--- src/rtl/pll_seq_pkg.sv ---
package pll_seq_pkg;

  typedef enum logic [2:0] {
    ST_OK       = 3'd0,
    ST_LDO_FAIL = 3'd1,
    ST_SRC_OFF  = 3'd2,
    ST_PWR_LOW  = 3'd3,
    ST_PLL_ERR  = 3'd4,
    ST_TIMEOUT  = 3'd5
  } seq_status_e;

  typedef enum logic [3:0] {
    S_IDLE,
    S_LDO_CHK,
    S_LDO_WAIT,
    S_SRC_CHK,
    S_KEY,
    S_DIV_REF,
    S_DIV_LOCK,
    S_ENABLE,
    S_LOCK_WAIT,
    S_RELOCK
  } seq_state_e;

endpackage

--- src/rtl/pll_seq_divider.sv ---
// Radix-2 restoring divider, one quotient bit per cycle.
module pll_seq_divider #(
  parameter int W = 32
) (
  input  logic         clk,
  input  logic         rst,
  input  logic         start,
  input  logic [W-1:0] dividend,
  input  logic [W-1:0] divisor,
  output logic         done,
  output logic [W-1:0] quotient,
  output logic [W-1:0] remainder
);
  localparam int CW = $clog2(W + 1);

  logic [CW-1:0] cnt;
  logic [W-1:0]  dvs;
  logic          busy;
  logic [W:0]    trial;
  logic          fits;

  assign trial = {remainder, quotient[W-1]};
  assign fits  = trial >= {1'b0, dvs};

  always_ff @(posedge clk) begin
    if (rst) begin
      busy      <= 1'b0;
      done      <= 1'b0;
      cnt       <= '0;
      quotient  <= '0;
      remainder <= '0;
      dvs       <= '0;
    end else begin
      done <= 1'b0;
      if (start) begin
        busy      <= 1'b1;
        cnt       <= CW'(W);
        quotient  <= dividend;
        remainder <= '0;
        dvs       <= divisor;
      end else if (busy) begin
        if (fits) begin
          remainder <= W'(trial - {1'b0, dvs});
          quotient  <= {quotient[W-2:0], 1'b1};
        end else begin
          remainder <= trial[W-1:0];
          quotient  <= {quotient[W-2:0], 1'b0};
        end
        cnt <= cnt - 1'b1;
        if (cnt == CW'(1)) begin
          busy <= 1'b0;
          done <= 1'b1;
        end
      end
    end
  end

  // a finished division always leaves a remainder below the divisor
  a_r6_rem_below_divisor: assert property (@(posedge clk) disable iff (rst)
    done |-> (remainder < dvs));

endmodule

--- src/rtl/pll_seq_lockwatch.sv ---
// Counts cycles spent waiting for lock; expires at twice the lock count.
module pll_seq_lockwatch #(
  parameter int LT_W = 20
) (
  input  logic            clk,
  input  logic            rst,
  input  logic            arm,
  input  logic            run,
  input  logic [LT_W-1:0] lock_time,
  output logic            expired
);
  logic [LT_W:0] limit;
  logic [LT_W:0] cnt;

  assign expired = run && (cnt >= limit);

  always_ff @(posedge clk) begin
    if (rst) begin
      limit <= '0;
      cnt   <= '0;
    end else if (arm) begin
      limit <= {lock_time, 1'b0};
      cnt   <= '0;
    end else if (run && !expired) begin
      cnt <= cnt + 1'b1;
    end
  end

  // the wait counter never runs past its window
  a_r9_count_bounded: assert property (@(posedge clk) disable iff (rst)
    run |-> (cnt <= limit));

endmodule

--- src/rtl/pll_bringup_seq.sv ---
module pll_bringup_seq
  import pll_seq_pkg::*;
#(
  parameter int NSRC         = 3,
  parameter int SEL_W        = 2,
  parameter int FIN_W        = 32,
  parameter int N_W          = 8,
  parameter int LT_W         = 20,
  parameter int LOCK_DIV     = 2000,
  parameter int LOCK_MARGIN  = 300,
  parameter int LDO_WAIT_MAX = 512
) (
  input  logic             clk,
  input  logic             rst,
  input  logic             start,
  input  logic             ldo_en_i,
  input  logic             ldo_good_i,
  input  logic [SEL_W-1:0] src_sel,
  input  logic [NSRC-1:0]  src_active,
  input  logic [NSRC-1:0]  src_always_on,
  input  logic             req_always_on,
  input  logic [FIN_W-1:0] fin_hz,
  input  logic             use_prediv,
  input  logic [N_W-1:0]   n_div,
  input  logic             pll_lock_i,
  input  logic             pll_err_i,
  output logic             ldo_en_o,
  output logic             csr_unlock_o,
  output logic             trim_key_wr_o,
  output logic [15:0]      trim_key_o,
  output logic             trim_unlock_o,
  output logic             lock_time_wr_o,
  output logic [LT_W-1:0]  lock_time_o,
  output logic             pll_clk_en_o,
  output logic             pll_pwr_en_o,
  output logic             pll_stop_en_o,
  output logic             busy_o,
  output logic             done_o,
  output logic [2:0]       status_o
);
  localparam logic [15:0] TRIM_KEY = 16'h5A5A;
  localparam int          PAD_N    = 1 << SEL_W;
  localparam int          LC_W     = $clog2(LDO_WAIT_MAX + 1);

  seq_state_e        state;
  logic [LC_W-1:0]   ldo_cnt;
  logic              div_start, div_done;
  logic [FIN_W-1:0]  div_dvd, div_dvs, div_q, div_r;
  logic [FIN_W-1:0]  lt_sum;
  logic [PAD_N-1:0]  act_pad, aon_pad;
  logic              src_ok, pwr_low;
  logic              wd_arm, wd_run, wd_expired;
  logic              fail_now;
  seq_status_e       fail_code;

  // Out-of-range selections read zero padding, hence "inactive".
  assign act_pad = PAD_N'(src_active);
  assign aon_pad = PAD_N'(src_always_on);
  assign src_ok  = act_pad[src_sel];
  assign pwr_low = req_always_on && !aon_pad[src_sel];

  assign lt_sum  = div_q + FIN_W'(div_r != '0) + FIN_W'(LOCK_MARGIN);

  assign wd_arm  = (state == S_ENABLE);
  assign wd_run  = (state == S_LOCK_WAIT);

  pll_seq_divider #(.W(FIN_W)) u_div (
    .clk       (clk),
    .rst       (rst),
    .start     (div_start),
    .dividend  (div_dvd),
    .divisor   (div_dvs),
    .done      (div_done),
    .quotient  (div_q),
    .remainder (div_r)
  );

  pll_seq_lockwatch #(.LT_W(LT_W)) u_watch (
    .clk       (clk),
    .rst       (rst),
    .arm       (wd_arm),
    .run       (wd_run),
    .lock_time (lock_time_o),
    .expired   (wd_expired)
  );

  always_comb begin
    fail_now  = 1'b0;
    fail_code = ST_OK;
    case (state)
      S_LDO_WAIT: if (!ldo_good_i && ldo_cnt == LC_W'(LDO_WAIT_MAX - 1)) begin
        fail_now  = 1'b1;
        fail_code = ST_LDO_FAIL;
      end
      S_SRC_CHK: if (!src_ok) begin
        fail_now  = 1'b1;
        fail_code = ST_SRC_OFF;
      end else if (pwr_low) begin
        fail_now  = 1'b1;
        fail_code = ST_PWR_LOW;
      end
      S_LOCK_WAIT: if (pll_lock_i && pll_err_i) begin
        fail_now  = 1'b1;
        fail_code = ST_PLL_ERR;
      end else if (!pll_lock_i && wd_expired) begin
        fail_now  = 1'b1;
        fail_code = ST_TIMEOUT;
      end
      default: ;
    endcase
  end

  always_ff @(posedge clk) begin
    if (rst) begin
      state          <= S_IDLE;
      ldo_cnt        <= '0;
      div_start      <= 1'b0;
      div_dvd        <= '0;
      div_dvs        <= '0;
      ldo_en_o       <= 1'b0;
      csr_unlock_o   <= 1'b0;
      trim_key_wr_o  <= 1'b0;
      trim_key_o     <= '0;
      trim_unlock_o  <= 1'b0;
      lock_time_wr_o <= 1'b0;
      lock_time_o    <= '0;
      pll_clk_en_o   <= 1'b0;
      pll_pwr_en_o   <= 1'b0;
      pll_stop_en_o  <= 1'b0;
      busy_o         <= 1'b0;
      done_o         <= 1'b0;
      status_o       <= 3'd0;
    end else begin
      done_o         <= 1'b0;
      div_start      <= 1'b0;
      trim_key_wr_o  <= 1'b0;
      trim_unlock_o  <= 1'b0;
      lock_time_wr_o <= 1'b0;
      if (fail_now) begin
        state         <= S_IDLE;
        done_o        <= 1'b1;
        status_o      <= fail_code;
        busy_o        <= 1'b0;
        csr_unlock_o  <= 1'b0;
        pll_clk_en_o  <= 1'b0;
        pll_pwr_en_o  <= 1'b0;
        pll_stop_en_o <= 1'b0;
      end else begin
        case (state)
          S_IDLE: if (start) begin
            busy_o <= 1'b1;
            state  <= S_LDO_CHK;
          end
          S_LDO_CHK: begin
            if (ldo_en_i && ldo_good_i) begin
              state <= S_SRC_CHK;
            end else begin
              ldo_en_o <= 1'b1;
              ldo_cnt  <= '0;
              state    <= S_LDO_WAIT;
            end
          end
          S_LDO_WAIT: begin
            if (ldo_good_i) state <= S_SRC_CHK;
            else            ldo_cnt <= ldo_cnt + 1'b1;
          end
          S_SRC_CHK: begin
            csr_unlock_o <= 1'b1;
            state        <= S_KEY;
          end
          S_KEY: begin
            trim_key_wr_o <= 1'b1;
            trim_key_o    <= TRIM_KEY;
            trim_unlock_o <= 1'b1;
            div_dvd       <= fin_hz;
            div_dvs       <= use_prediv ? FIN_W'(n_div) : FIN_W'(1);
            div_start     <= 1'b1;
            state         <= S_DIV_REF;
          end
          S_DIV_REF: if (div_done) begin
            div_dvd   <= div_q;
            div_dvs   <= FIN_W'(LOCK_DIV);
            div_start <= 1'b1;
            state     <= S_DIV_LOCK;
          end
          S_DIV_LOCK: if (div_done) begin
            lock_time_o    <= lt_sum[LT_W-1:0];
            lock_time_wr_o <= 1'b1;
            state          <= S_ENABLE;
          end
          S_ENABLE: begin
            pll_clk_en_o  <= 1'b1;
            pll_pwr_en_o  <= 1'b1;
            pll_stop_en_o <= req_always_on;
            state         <= S_LOCK_WAIT;
          end
          S_LOCK_WAIT: if (pll_lock_i) state <= S_RELOCK;
          S_RELOCK: begin
            csr_unlock_o <= 1'b0;
            done_o       <= 1'b1;
            status_o     <= ST_OK;
            busy_o       <= 1'b0;
            state        <= S_IDLE;
          end
          default: state <= S_IDLE;
        endcase
      end
    end
  end

  // done is a single-cycle pulse
  a_r11_done_single: assert property (@(posedge clk) disable iff (rst)
    done_o |=> !done_o);
  // error ends leave the loop off and the register closed
  a_r11_err_off: assert property (@(posedge clk) disable iff (rst)
    (done_o && status_o != 3'd0) |-> (!pll_clk_en_o && !csr_unlock_o));
  // key only goes out while the register is open
  a_r5_key_while_open: assert property (@(posedge clk) disable iff (rst)
    trim_key_wr_o |-> (csr_unlock_o && trim_key_o == TRIM_KEY));
  // lock count is loaded before the loop is enabled
  a_r5_count_before_enable: assert property (@(posedge clk) disable iff (rst)
    lock_time_wr_o |-> !pll_clk_en_o);
  // loaded count always includes the startup margin
  a_r6_margin_present: assert property (@(posedge clk) disable iff (rst)
    lock_time_wr_o |-> (lock_time_o >= LT_W'(LOCK_MARGIN)));
  // clock and power enables move together
  a_r7_enable_pair: assert property (@(posedge clk) disable iff (rst)
    pll_clk_en_o == pll_pwr_en_o);
  // keep-alive never on without the loop clock
  a_r7_stop_needs_clk: assert property (@(posedge clk) disable iff (rst)
    pll_stop_en_o |-> pll_clk_en_o);
  // the register opens only after the regulator reported good
  a_r1_ldo_first: assert property (@(posedge clk) disable iff (rst)
    $rose(csr_unlock_o) |-> $past(ldo_good_i));
  // a clean end closes the register and keeps the loop running
  a_r10_ok_relocked: assert property (@(posedge clk) disable iff (rst)
    (done_o && status_o == 3'd0) |-> (!csr_unlock_o && pll_clk_en_o));

endmodule

--- config.mk ---
export PLATFORM = sky130hd
export DESIGN_NAME = pll_bringup_seq
export DESIGN_NICKNAME = d
export VERILOG_FILES = /design/src/rtl/pll_seq_pkg.sv /design/src/rtl/pll_seq_divider.sv /design/src/rtl/pll_seq_lockwatch.sv /design/src/rtl/pll_bringup_seq.sv
export SDC_FILE = /design/constraint.sdc
export NUM_CORES = 1
export LEC_CHECK = 0
export ABC_AREA = 1
export BUFFER_PORTS_ARGS = -buffer_cell sky130_fd_sc_hd__buf_2
export CAP_MARGIN = 20
export CORE_AREA = 2 2 171 173
export DETAILED_ROUTE_END_ITERATION = 8
export DIE_AREA = 0 0 173 175
export PLACE_DENSITY_LB_ADDON = 0.05
export SLEW_MARGIN = 10
export SYNTH_ARGS = -nofsm -noshare
export SYNTH_HDL_FRONTEND = slang
export SYNTH_SLANG_ARGS = --single-unit
--- constraint.sdc ---
create_clock -name clk -period 2.8 [get_ports clk]
set_input_delay 0.7 -clock clk [delete_from_list [all_inputs] [get_ports clk]]
set_output_delay 0.7 -clock clk [all_outputs]
set_load 0.01 [all_outputs]
-- Word-level counts from Yosys, hierarchy flattened
Cells that the tools add are included.
- reductions and logical operators: 31
- $add $sub $neg: 6
- multiplexer cells: 51
- bitwise operators: 4
- $lt $le $gt $ge: 3
- eq/ne operators: 18
- operator list (cell ; count):
    $mux W32 ; 5
    $pmux W32 S2 ; 2
    $pmux W4 S9 ; 1
    $ge A33 B32 Y1 ; 1
    $reduce_bool A32 Y1 ; 1
    $sub A32 B32 Y32 ; 1
    $add A21 B1 Y21 const B ; 1
    $ge A21 B21 Y1 ; 1
    $add A20 B1 Y20 ; 1
    $add A20 B9 Y20 const B ; 1
    $mux W10 ; 2
    $mux W4 ; 5
    $pmux W10 S2 ; 1
    $mux W1 ; 19
    $eq A4 B3 Y1 const B ; 4
    $mux W3 ; 4
    $mux W6 ; 2
    $reduce_bool A2 Y1 ; 6
    $add A10 B1 Y10 const B ; 1
    $eq A10 B9 Y1 const B ; 1
    $ne A2 B2 Y1 const B ; 5
    $pmux W3 S3 ; 1
    $reduce_and A3 Y1 ; 3
    $eq A4 B2 Y1 const B ; 2
    20 further kinds ; 42
- bits in registers: 256
- logic and storage cells: 138
- input port bits: 57

-- Depth between registers and ports, before layout
- word-level depth: 9
- depth in mapped cells: 21

-- Modules after synthesis
A second synthesis with hierarchy kept.
- cell total of the unflattened synthesis: 2148
- area total of the unflattened synthesis: 14106.0 µm²
- modules (own cells, without submodules) (module ; cells an instance ; area an instance (µm²) ; times used):
    pll_seq_divider ; 1090 ; 6949.2 ; 1
    pll_bringup_seq ; 679 ; 4585.6 ; 1
    pll_seq_lockwatch ; 379 ; 2571.2 ; 1

-- Worst setup path before layout
No wires, ideal clock.
- path kind: reg2reg
- from: reg u_div.remainder[14]
- to: reg lock_time_o[14]
- library setup time: 0.115 ns
- data required time: 2.685 ns
- setup slack: 0.381 ns
- cell stages (with the launch flop): 20
- buffers on the path: 0
- arrival: 2.304 ns
- cell sequence: dfxtp_1 -> nor2_1 -> inv_1 -> nor2_1 -> inv_1 -> nor4_1 -> nand4_1 -> ha_1 -> ha_1 -> nor2_1 -> nand2_1 -> nand2_1 -> nand2_2 -> nand2_1 -> a21oi_2 -> nand3_1 -> nor2_2 -> xor2_1 -> o21ai_0 -> inv_1
- cells in the longest elaborated chain, start to end: 3
- ends and longest elaborated chain (what ; RTL line ; RTL):
    start, declared ; pll_seq_divider.sv:12 ; output logic [W-1:0] remainder
    start signal, assigned ; pll_seq_divider.sv:43 ; remainder <= W'(trial - {1'b0, dvs});
    start signal, assigned ; pll_seq_divider.sv:46 ; remainder <= trial[W-1:0];
    $reduce_bool A32 Y1 ; pll_bringup_seq.sv:62 ; assign lt_sum = div_q + FIN_W'(div_r != '0) + FIN_W'(LOCK_MARGIN);
    $add A20 B1 Y20 ; pll_bringup_seq.sv:62 ;
    $add A20 B9 Y20 ; pll_bringup_seq.sv:62 ;
    end signal, assigned ; pll_bringup_seq.sv:187 ; lock_time_o <= lt_sum[LT_W-1:0];
    end, declared ; pll_bringup_seq.sv:33 ; output logic [LT_W-1:0] lock_time_o,
No other way between the ends.
A chain may end at the register's enable or synchronous reset.

-- Worst setup path after layout
- from: reg u_div.remainder[30]
- to: reg lock_time_o[14]
Same word-level chain as after synthesis.

==> results.tsv <==
stage	metric	value	unit
status	status	completed	
min_path	hold_depth	3	
detailed_routing	routed_wl	31100	um
floorplan	io_pins	106	
layout	mostFrequentLayoutCells	299 x nand2_1, 208 x dfxtp_1, 155 x inv_1, 143 x a21oi_1, 138 x nor2_1	
detailed_routing	ant_nets	0	
synth	synth_edf_count	0	
layout	seqCellArea	4210	um2
placement	dpl.hpwl	22800	um
run	drv_cap	0	
layout	num-fill-cells	3011	
worst_setup_path	cp_slowest_cell	dfxtp_1	
clock_tree	cts-buffers-inserted	25	
floorplan	die_x	173	um
synth	ys_ff_latch	210	
sta	slew_violations	0	
sta	hold_viol	0	
floorplan	core	28400	um2
global_routing	grt_pass1_vias	9962	
synth	syn-cell-area	11200	um2
layout	layout-drive-gt1-share	15.4	%
sta	fin_crit_sh	92.1	%
synth	ys_seq_area_share	37.7	%
detailed_routing	post_drt_wl_per_cell	15.1	um
layout	syn_to_final_growth	16.0	%
synth	synthDistinctLibCells	57	
min_path	hold_path_end	div_dvs[4]	
worst_setup_path	cp-start-kind	flop	
clock_tree	insertion_delay	0.55	ns
sta	tightest_slew	0.668	ns
sta	setup_viol	0	
synth	synth_area_leader_cell	dfxtp_1	
global_routing	grt_antenna_before_repair	0	
power	power_density	685	nW/um2
synth	syn_inst	1565	
layout	multi_input_area	5950	um2
sta	min_period	2.58	ns
floorplan	die_h	175	um
worst_setup_path	cp.required	3.22	ns
synth	syn_area_per_cell	7.13	um2
worst_setup_path	crit-reg2reg-launch	u_div.remainder[30]	
sta	skew	0.0164	ns
layout	fin_nets	1750	
worst_setup_path	critPathBufInv	1	
worst_setup_path	crit_arrival	3.00	ns
worst_setup_path	crit_top_cell	nand2_1	
floorplan	num_rows	62	
placement	dp_cells	2010	
clock_tree	ctsHoldBuffers	0	
power	max-vdd-ir-drop	0.402	mV
placement	portBuffers	97	
worst_setup_path	worst-path-stages	18	
clock_tree	clock_path_buffers	3	
detailed_routing	vias	10400	
floorplan	initial_utilization	39.3	%
global_routing	grt.total_usage	20.5	%
clock_tree	cts_tree	yes	
min_path	holdCritStartpoint	n_div[4]	
worst_setup_path	cp-end-kind	flop	
min_path	hold_path_class	in2reg	
worst_setup_path	crit_family	simple AND/OR/NAND/NOR gates	
detailed_routing	drtIter0Drc	570	
detailed_routing	vias_per_cell	5.06	
layout	fin_cells	2057	
synth	synth_area_leaders	dfxtp_1 38%, nand2_1 10%, a21oi_1 6.5%	
power	leakage	5.71	nW
sta	relSlewSlack	55.4	%
synth	synth_top_area_share	37.7	%
worst_setup_path	rrSetupSlack	0.22	ns
worst_setup_path	reg2reg_depth	18	
synth	yosys_warnings	0	
layout	final_common_cell	nand2_1	
worst_setup_path	worst-path-max-fanout	4	
global_routing	grt_start_max_net_pins	59	
clock_tree	clock_sinks	210	
worst_setup_path	path_cells	or2_2 > nor2_2 > nand2_1 > nor2_4 > nand4_1 > ha_2 > ha_2 > nor2_2 > nand2_1 > nand2_1 > nand2_2 > nand2_2 > a21oi_2 > nand3_2 > nor2_4 > xor2_1 > o21ai_0 > inv_1	
detailed_routing	dr.pass1.iters	5	
sta	max_clock_freq	0.388	GHz
worst_setup_path	startpoint	u_div.remainder[30]	
worst_setup_path	timing.rr.end	lock_time_o[14]	
synth	synth_flop_cell	dfxtp_1	
floorplan	dieArea	30300	um2
layout	num_antenna_cells	0	
layout	final_area	12900	um2
detailed_routing	route.detailed.drc	0	
clock_tree	clk_pin_slew_worst_paths	0.06	ns
global_routing	grt_pass1_wl	51400	um
placement	placed_area	12000	um2
worst_setup_path	path_class	reg2reg	
clock_tree	cts_root_buffer	clkbuf_16	
global_routing	grt-ovfl-total	0	
clock_tree	htreeDepth	1	
placement	place.gp.congestion	0.879	
worst_setup_path	max_stage_delay	0.32	ns
synth	async_flop_share	0	%
## worst max-delay path by stage
| stage | to | slack (ns) |
|---|---|---|
| finish | lock_time_o[14] | 0.22 |
| global route | lock_time_o[15] | -0.005 |
| CTS | lock_time_o[14] | 0.06 |
| detailed placement | lock_time_o[14] | 0.11 |
| global placement | lock_time_o[14] | 0.12 |
| floorplan | lock_time_o[14] | 0.38 |
## logic make-up after synthesis
group | after synthesis | synth area share [%]
adder cells (fa/ha/maj) | 38 | 4.33
flip-flops | 210 | 37.7
XOR/XNOR | 47 | 3.69
AO/OA/AOI/OAI | 387 | 19.8
buffers and inverters | 252 | 9.64
other | 1 | 0.0336
AND/OR/NAND/NOR | 630 | 24.9
## per-layer routing
layer	part of all wire, %	track usage [%]	routed length, um	up-vias
met5	0	0	0	-
met4	1.9	4.80	599	0
met3	4.0	2.94	1250	42
met2	48	35.9	14800	167
met1	47	26.5	14500	4796
li1	-	-	-	5410
## final cells by class
type | instances | share of cell area, %
clock buffers | 42 | 6.10
clock inverters | 3 | 0.445
inverters | 169 | 4.90
flip-flops and latches | 210 | 32.5
repair buffers | 139 | 6.38
well taps | 384 | 3.71
multi-input cells | 1110 | 46.0
## registers in the layout, summed over array words and instances, names as in the netlist, 3 cells and up
signal	flops
div_dvd	32
u_div.quotient	32
u_div.remainder	32
u_watch.cnt	21
lock_time_o	20
u_watch.limit	20
ldo_cnt	10
div_dvs	9
u_div.dvs	9
u_div.cnt	6
state	4
status_o	3
## synthesized netlist by cell type (3+ instances only)
library cell  count
nand2_2          12
a21oi_2           7
nor3_1           43
nand4_1          18
a31oi_1          37
nor4_1            8
a211oi_1          9
clkbuf_1         46
buf_1             4
a221oi_1         11
o21ai_0         132
nor2_2           15
buf_2            10
nand3_1          65
o21ai_1           9
or2_2             4
a21oi_1         144
o211ai_1          5
nor2_4            3
xor2_1           27
inv_2            12
buf_6             3
inv_1           156
nand4_2           3
a21o_1            5
xnor2_1          20
o221ai_1         15
buf_4            18
nor2_1          143
nand2_1         301
ha_1             37
dfxtp_1         210
## what timing repair did
action | CTS | global route
gates resized for setup | 0 | 16
buffers inserted | 0 | 2
setup endpoints to repair | 0 | 9
hold endpoints to repair | 0 | 0
## tightest hold or removal path, cell delays in order
cell,delay [ns]
buf_2,0.08
a21oi_1,0.06
nor2_1,0.09
## report_power, final
part	total, mW	switching, mW	internal [mW]
clock network	3.32	1.31	2.01
registers	3.36	0.169	3.19
logic	2.19	1.39	0.799
total	8.87	2.88	6.00
## per-stage QoR
step                      setup WS [ns]  util [%]  setup TNS (ns)  hold slack [ns]  power, mW
after floorplan                   0.381         -               0            0.433       5.04
after global placement            0.121      42.4               0            0.437       5.60
after detailed placement          0.113      42.4               0            0.442       5.59
after CTS                        0.0597      45.4               0            0.383       8.96
after global routing           -0.00530      45.6        -0.00530            0.415       9.43
final                             0.222      45.6               0            0.410       8.87
Power figures use the tool's default switching activity.
